==> src/rtl/clamp_pkg.sv <==
package clamp_pkg;
  localparam int NCH   = 3;
  localparam int CH_Y  = 0;
  localparam int CH_U  = 1;
  localparam int CH_V  = 2;
endpackage

==> src/rtl/clamp_dir.sv <==
module clamp_dir #(
  parameter int W    = 8,
  parameter int DB_W = 4,
  parameter int TGT  = 16
) (
  input  logic            clk,
  input  logic            rst,
  input  logic            en,
  input  logic [W-1:0]    code,
  input  logic [DB_W-1:0] db,
  output logic            up,
  output logic            dn
);
  localparam int XW = W + 2;
  localparam logic [XW-1:0] T_X = XW'(TGT);

  logic [XW-1:0] code_x, db_x;
  logic below, above;

  always_comb begin
    code_x = XW'(code);
    db_x   = XW'(db);
    below  = (code_x + db_x) < T_X;
    above  = code_x > (T_X + db_x);
  end

  always_ff @(posedge clk) begin
    if (rst || !en) begin
      up <= 1'b0;
      dn <= 1'b0;
    end else begin
      up <= below;
      dn <= above;
    end
  end
endmodule

==> src/rtl/clamp_window.sv <==
module clamp_window #(
  parameter int MIN_WIN = 60
) (
  input  logic clk,
  input  logic rst,
  input  logic clamp_req,
  output logic chroma_invalid,
  output logic short_err
);
  localparam int CW = $clog2(MIN_WIN + 1);
  localparam logic [CW-1:0] LIM = CW'(MIN_WIN);

  logic [CW-1:0] run_len;

  always_ff @(posedge clk) begin
    if (rst) begin
      run_len        <= '0;
      chroma_invalid <= 1'b0;
      short_err      <= 1'b0;
    end else begin
      chroma_invalid <= clamp_req;
      if (clamp_req) begin
        short_err <= 1'b0;
        if (run_len != LIM) run_len <= run_len + 1'b1;
      end else begin
        short_err <= (run_len != '0) && (run_len < LIM);
        run_len   <= '0;
      end
    end
  end
endmodule

==> src/rtl/clamp_ctrl.sv <==
module clamp_ctrl #(
  parameter int W        = 8,
  parameter int DB_W     = 4,
  parameter int MIN_WIN  = 60,
  parameter int Y_TGT    = 16,
  parameter int C_TGT    = 128
) (
  input  logic            clk,
  input  logic            rst,
  input  logic            clamp_req,
  input  logic [W-1:0]    luma_code,
  input  logic [W-1:0]    chroma_code,
  input  logic            chroma_sel,
  input  logic [DB_W-1:0] dead_band,
  output logic [2:0]      corr_up,
  output logic [2:0]      corr_dn,
  output logic            chroma_invalid,
  output logic            short_err
);
  import clamp_pkg::*;

  logic [NCH-1:0] ch_en;

  for (genvar g = 0; g < NCH; g++) begin : g_ch
    if (g == CH_Y) begin : g_luma
      assign ch_en[g] = clamp_req;
      clamp_dir #(.W(W), .DB_W(DB_W), .TGT(Y_TGT)) u_dir (
        .clk(clk), .rst(rst), .en(ch_en[g]), .code(luma_code), .db(dead_band),
        .up(corr_up[g]), .dn(corr_dn[g]));
    end else begin : g_chroma
      assign ch_en[g] = clamp_req & (chroma_sel == (g == CH_V));
      clamp_dir #(.W(W), .DB_W(DB_W), .TGT(C_TGT)) u_dir (
        .clk(clk), .rst(rst), .en(ch_en[g]), .code(chroma_code), .db(dead_band),
        .up(corr_up[g]), .dn(corr_dn[g]));
    end
  end

  clamp_window #(.MIN_WIN(MIN_WIN)) u_win (
    .clk(clk), .rst(rst), .clamp_req(clamp_req),
    .chroma_invalid(chroma_invalid), .short_err(short_err));
endmodule

==> config.mk <==
export PLATFORM = sky130hd
export DESIGN_NAME = clamp_ctrl
export DESIGN_NICKNAME = d
export VERILOG_FILES = /design/src/rtl/clamp_pkg.sv /design/src/rtl/clamp_dir.sv /design/src/rtl/clamp_window.sv /design/src/rtl/clamp_ctrl.sv
export SDC_FILE = /design/constraint.sdc
export NUM_CORES = 1
export LEC_CHECK = 0
export BUFFER_PORTS_ARGS = -buffer_cell sky130_fd_sc_hd__buf_2
export CAP_MARGIN = 20
export CORE_MARGIN = 4
export CORE_UTILIZATION = 35
export CTS_CLUSTER_SIZE = 30
export DETAILED_ROUTE_END_ITERATION = 6
export HOLD_SLACK_MARGIN = 0.05
export PLACE_DENSITY_LB_ADDON = 0.12
export SKIP_CTS_REPAIR_TIMING = 1
export SLEW_MARGIN = 20
export SYNTH_ARGS = -nofsm -noshare
export SYNTH_HDL_FRONTEND = slang
export SYNTH_SLANG_ARGS = --single-unit
==> constraint.sdc <==
create_clock -name clk -period 3.5 [get_ports clk]
set_input_delay 0.35 -clock clk [delete_from_list [all_inputs] [get_ports clk]]
set_output_delay 0.35 -clock clk [all_outputs]
set_load 0.02 [all_outputs]
## Word-level counts from Yosys, hierarchy flattened

Index checks and enable logic that the tools add are counted.

- Register bits: 14
- Bits of input ports: 24
- Output and inout port bits: 8
- Word-level logic and storage cells: 34

- Add/subtract/negate cells: 5
- Order comparisons: 5
- Equality and inequality tests: 1
- Bitwise operators: 4
- Reductions and logical operators: 10

Operator list:

| operator | number |
|---|---|
| 8-bit by 10-bit > comparator with 1-bit output | 2 |
| 8-bit by 4-bit adder with 9-bit output | 2 |
| 10-bit by 5-bit < comparator with 1-bit output, second input constant | 1 |
| 10-bit by 8-bit < comparator with 1-bit output, second input constant | 1 |
| 8-bit by 4-bit adder with 9-bit output, first input constant | 1 |
| 5-bit by 4-bit adder with 6-bit output, first input constant | 1 |
| 6-bit by 1-bit adder with 6-bit output, second input constant | 1 |
| 6-bit < comparator, second input constant | 1 |
| 6-bit inequality test, second input constant | 1 |
| 6-bit nonzero test | 1 |
| 2-bit OR reduction | 2 |
| 1-bit zero test | 3 |
| 1-bit logical OR | 3 |
| 1-bit AND | 2 |
| 1-bit NOT | 2 |
| 1-bit logical AND | 1 |

## Logic depth before layout (Yosys ltp)

- Depth in word-level cells: 4
- Depth in mapped cells: 6
- Mapped depth without buffers: 6

## Cells and area by module

A second synthesis with hierarchy kept.

- Cells, all modules: 133
- Area, all modules: 1134.8 µm²

Modules (own cells, without submodules):

| module | times used | cells each | area each (µm²) | seq. area each (µm²) |
|---|---|---|---|---|
| clamp_dir at g_ch[1].g_chroma.u_dir ... | 2 | 31 | 256.5 | 40.0 |
| clamp_window | 1 | 39 | 360.3 | 160.2 |
| clamp_dir at g_ch[0].g_luma.u_dir | 1 | 30 | 245.2 | 40.0 |
| clamp_ctrl | 1 | 2 | 16.3 | 0.0 |

## Least setup slack after synthesis

No wires, ideal clock.

- Path kind: reg2reg
- Start point: register u_win.run_len[0]
- End point: register u_win.run_len[5]
- Setup time: 0.117 ns
- Data arrival time: 1.265 ns
- Data required time: 3.383 ns
- Slack: 2.118 ns
- Cell stages (with the launch flop): 6
- Buffers on the path: 0
- Clock period less this slack: 1.382 ns
- Cells stage by stage: dfxtp_1 inv_1 ha_1 or4b_1 o21ai_1 nor2_1

- Cells in the longest elaborated chain, start to end: 1
- Elaborated cells on any way between the ends: 2
- Classes of those cells: 1 x add/sub; 1 x eq/ne

Ends and longest elaborated chain:

| item | RTL line | source |
|---|---|---|
| start: declaration | clamp_window.sv:13 | `logic [CW-1:0] run_len;` |
| start signal: assignment | clamp_window.sv:24 | `if (run_len != LIM) run_len <= run_len + 1'b1;` |
| 6-bit by 1-bit adder with 6-bit output or 6-bit inequality test (tied branches) | clamp_window.sv:24 |  |

Several ways; a longest one is shown, not always the timed one.
A chain may end at the register's enable or synchronous reset.

## Final worst setup path

Same ends and word-level chain as after synthesis.

==> impl_metrics.csv <==
group,metric,value,unit
drt,antenna_left,0,
synth,gate_count_post_synth,107,
finish,area_growth_syn_to_layout,19.5,%
clock_tree,htree_num_levels,1,
finish,num-fill-cells,256,
clock_tree,cts_made_buffers,3,
global_routing,global_route.peak_usage_layer,"met2",
global_routing,grt_usage,11.6,%
setup_path,worst_path_max_delay_cell,"sky130_fd_sc_hd__or4b_1",
setup_path,worstPathCellList,"inv_1, ha_1, or4b_1, o21ai_1, nor2_1",
drt,drt-pass1-iter-count,4,
setup_path,cp_data_required_time,3.66,ns
flow_run,maxCapViolCount,0,
global_routing,globalRouteMet2Util,20.0,%
global_routing,initial_antenna_violation_count,0,
sta,slew-limit-headroom,74.4,%
synth,syn_avg_cell_area,8.58,µm²
floorplan,boundaryPins,32,
clock_tree,clk_path_buf_depth,2,
global_routing,use_met1,12.3,%
sta,setup_viol,0,
power,worst_ir_drop_vdd,0.000178,V
finish,num-nets-final,178,
finish,layoutNonFillerInstCount,165,
synth,synth-seq-area-share,30.5,%
power,total_leakage_power,0.543,nW
clock_tree,path_clk_slew,0.08,ns
setup_path,critical_path.max_fanout,5,
synth,yosysWarningCount,0,
synth,synth_enable_flop_cells,0,
floorplan,num_rows,18,
synth,ys_seq_elements,14,
sta,timing.final.crit_share,42.5,%
global_routing,grt_pass1_wl,3.02,mm
synth,net_count_after_synthesis,149,
floorplan,initial_cell_density_of_the_core,36.7,%
power,clock_power_share,32.5,%
place,placement.cell_area,0.00106,mm²
sta,fin_crit,1.49,ns
setup_path,startpoint_to_endpoint_class_of_the_critical_path,"flop to flop",
power,swShare,24.9,%
place,dp_slack,2.01,ns
global_routing,grt_max_degree,11,
setup_path,worst-endpoint-arrival,1.64,ns
finish,multi_input_area,547,µm²
finish,layout.cells.most_common_list,"sky130_fd_sc_hd__buf_2 (31), sky130_fd_sc_hd__ha_1 (18), sky130_fd_sc_hd__dfxtp_1 (14)",
drt,detail_route.wl_per_cell,10.5,µm
synth,ys.flop_type,"sky130_fd_sc_hd__dfxtp_1",
synth,synthDistinctLibCells,27,
finish,sequential_area,280,µm²
place,place.port_buffers,31,
synth,netlist_area,918,µm²
global_routing,grt_pass1_vias,740,
place,place.detailed.instances,161,
setup_path,startpoint_type,"flop",
synth,proportion_of_register_bits_with_asynchronous_set_or_reset_after_synthesis,0,%
drt,drt_first_iter_violations,27,
place,gpl.final_weighted_congestion,0.732,
sta,final-hold-violation-count,0,
run_status,status,"completed",
setup_path,cp-end-kind,"flop",
sta,clock.fmax,673,MHz
finish,stdcell_area,0.00110,mm²
global_routing,grtUsageMet3,3.05,%
place,dpl.hpwl,1.46,mm
drt,detail_route.drc_violations,0,
clock_tree,clk_tree_root_cell,"sky130_fd_sc_hd__clkbuf_4",
finish,final_layout_size_suffix_gt1_share,25.9,%
power,areal_power_density_over_the_cells,311,mW/mm²
floorplan,die_x,59.2,µm
clock_tree,tritoncts,"built",
floorplan,fp.coreArea,0.00250,mm²
sta,timing_max_transition_violations_final,0,
finish,final_common_cell,"sky130_fd_sc_hd__buf_2",
power,share_comb_of_total_power,18.9,%
drt,route.detailed.vias_per_inst,4.65,
power,internal-power,256,µW
setup_path,max_stage_delay,0.52,ns
sta,worst_clock_skew,0.000408,ns
floorplan,fp.dieArea,0.00351,mm²
drt,routed_wirelength,1.73,mm
sta,setup_total_negative_slack,0,ns
power,switching_power,84.8,µW
sta,postLayoutSetupSlackWorst,2.01,ns
drt,num_vias,767,
sta,rsz0062_at_grt,"no",
min_path,hold_class,"input pin to flop",
finish,antenna_cells_inserted,0,
global_routing,globalRoute.totalOverflow,0,
clock_tree,cts.sink_count,14,
sta,whs,0.240,ns
power,power_frac_seq,48.5,%
clock_tree,worst_skew_pair.late_latency,0.27,ns
sta,timing_worst_slew_pin_value,0.383,ns
floorplan,die_y,59.2,µm
## Yosys cell counts (2+ instances only)
cell type / n / area (µm²)
sky130_fd_sc_hd__nand2b_1: 3 / 18.8
sky130_fd_sc_hd__nand3_1: 4 / 20.0
sky130_fd_sc_hd__xnor2_1: 2 / 17.5
sky130_fd_sc_hd__nor2_1: 7 / 26.3
sky130_fd_sc_hd__a21oi_1: 10 / 50.1
sky130_fd_sc_hd__ha_1: 18 / 225
sky130_fd_sc_hd__a31oi_1: 2 / 12.5
sky130_fd_sc_hd__nor2b_1: 2 / 12.5
sky130_fd_sc_hd__buf_4: 6 / 45.0
sky130_fd_sc_hd__nor4_1: 3 / 18.8
sky130_fd_sc_hd__nand4_1: 2 / 12.5
sky130_fd_sc_hd__inv_1: 11 / 41.3
sky130_fd_sc_hd__xor2_1: 2 / 17.5
sky130_fd_sc_hd__nand2_1: 7 / 26.3
sky130_fd_sc_hd__nor3_1: 3 / 15.0
sky130_fd_sc_hd__dfxtp_1: 14 / 280
## worst max-delay path: cells and delay by family, from the launching register on
kind / cells / cell delay [ns]
simple gates: 2 / 0.56
flops: 1 / 0.42
fa+ha+maj: 1 / 0.24
compound gates: 1 / 0.09
buf+inv: 1 / 0.07
## power groups by stage
stage | Clock (mW) | Combinational (mW) | Sequential, mW
after floorplan | 0 | 0.0400 | 0.170
after global routing | 0.129 | 0.0755 | 0.166
after detailed placement | 0 | 0.0655 | 0.169
final | 0.111 | 0.0646 | 0.166
after CTS | 0.118 | 0.0659 | 0.166
after global placement | 0 | 0.0651 | 0.169
## cell families (layout without fill, tap and decap cells)
family          Yosys count  in the layout  share of synthesized area (%)
compound gates           18             18                           11.3
flops                    14             14                           30.5
xor+xnor                  4              4                           3.82
buf+inv                  18             46                           9.94
fa+ha+maj                18             18                           24.5
simple gates             35             35                           19.9
## routing by layer
| layer | part of all wire (%) | wire (µm) |
|---|---|---|
| met5 | 0 | 0 |
| met4 | 1.6 | 27 |
| met3 | 5.5 | 95 |
| met2 | 51 | 883 |
| met1 | 42 | 724 |
## through the flow
stage | util, % | power (mW)
5_1_grt | 43.9 | 0.371
3_3_place_gp | 42.4 | 0.234
3_5_place_dp | 42.4 | 0.235
2_1_floorplan | - | 0.211
4_1_cts | 43.9 | 0.350
6_report | 43.9 | 0.341
## cell type report
cell class | count | area share (%)
Tap cell | 30 | 3.42
Inverter | 11 | 3.76
Timing Repair Buffer | 31 | 14.1
Sequential cell | 14 | 25.5
Multi-Input combinational cell | 75 | 49.8
Clock buffer | 4 | 3.31
## sequential cells by signal, indices dropped and copies added, names as in the netlist
name	cells
g_ch.g_chroma.u_dir.dn	2
g_ch.g_chroma.u_dir.up	2
g_ch.g_luma.u_dir.dn	1
g_ch.g_luma.u_dir.up	1
u_win.chroma_invalid	1
u_win.run_len	6
u_win.short_err	1
## worst paths after layout
check / start / endpoint / slack (ns) / cells past startpoint
hold / removal: rst / u_win.short_err$_SDFF_PP0_ / 0.24 / 2
setup reg to reg: u_win.run_len[0]$_SDFFE_PP0N_ / u_win.run_len[5]$_SDFFE_PP0N_ / 2.01 / 5
setup / recovery: u_win.run_len[0]$_SDFFE_PP0N_ / u_win.run_len[5]$_SDFFE_PP0N_ / 2.01 / 5
hold reg to reg: u_win.run_len[1]$_SDFFE_PP0N_ / u_win.run_len[1]$_SDFFE_PP0N_ / 0.53 / 2
No activity file was read; power rests on OpenSTA's default activity.
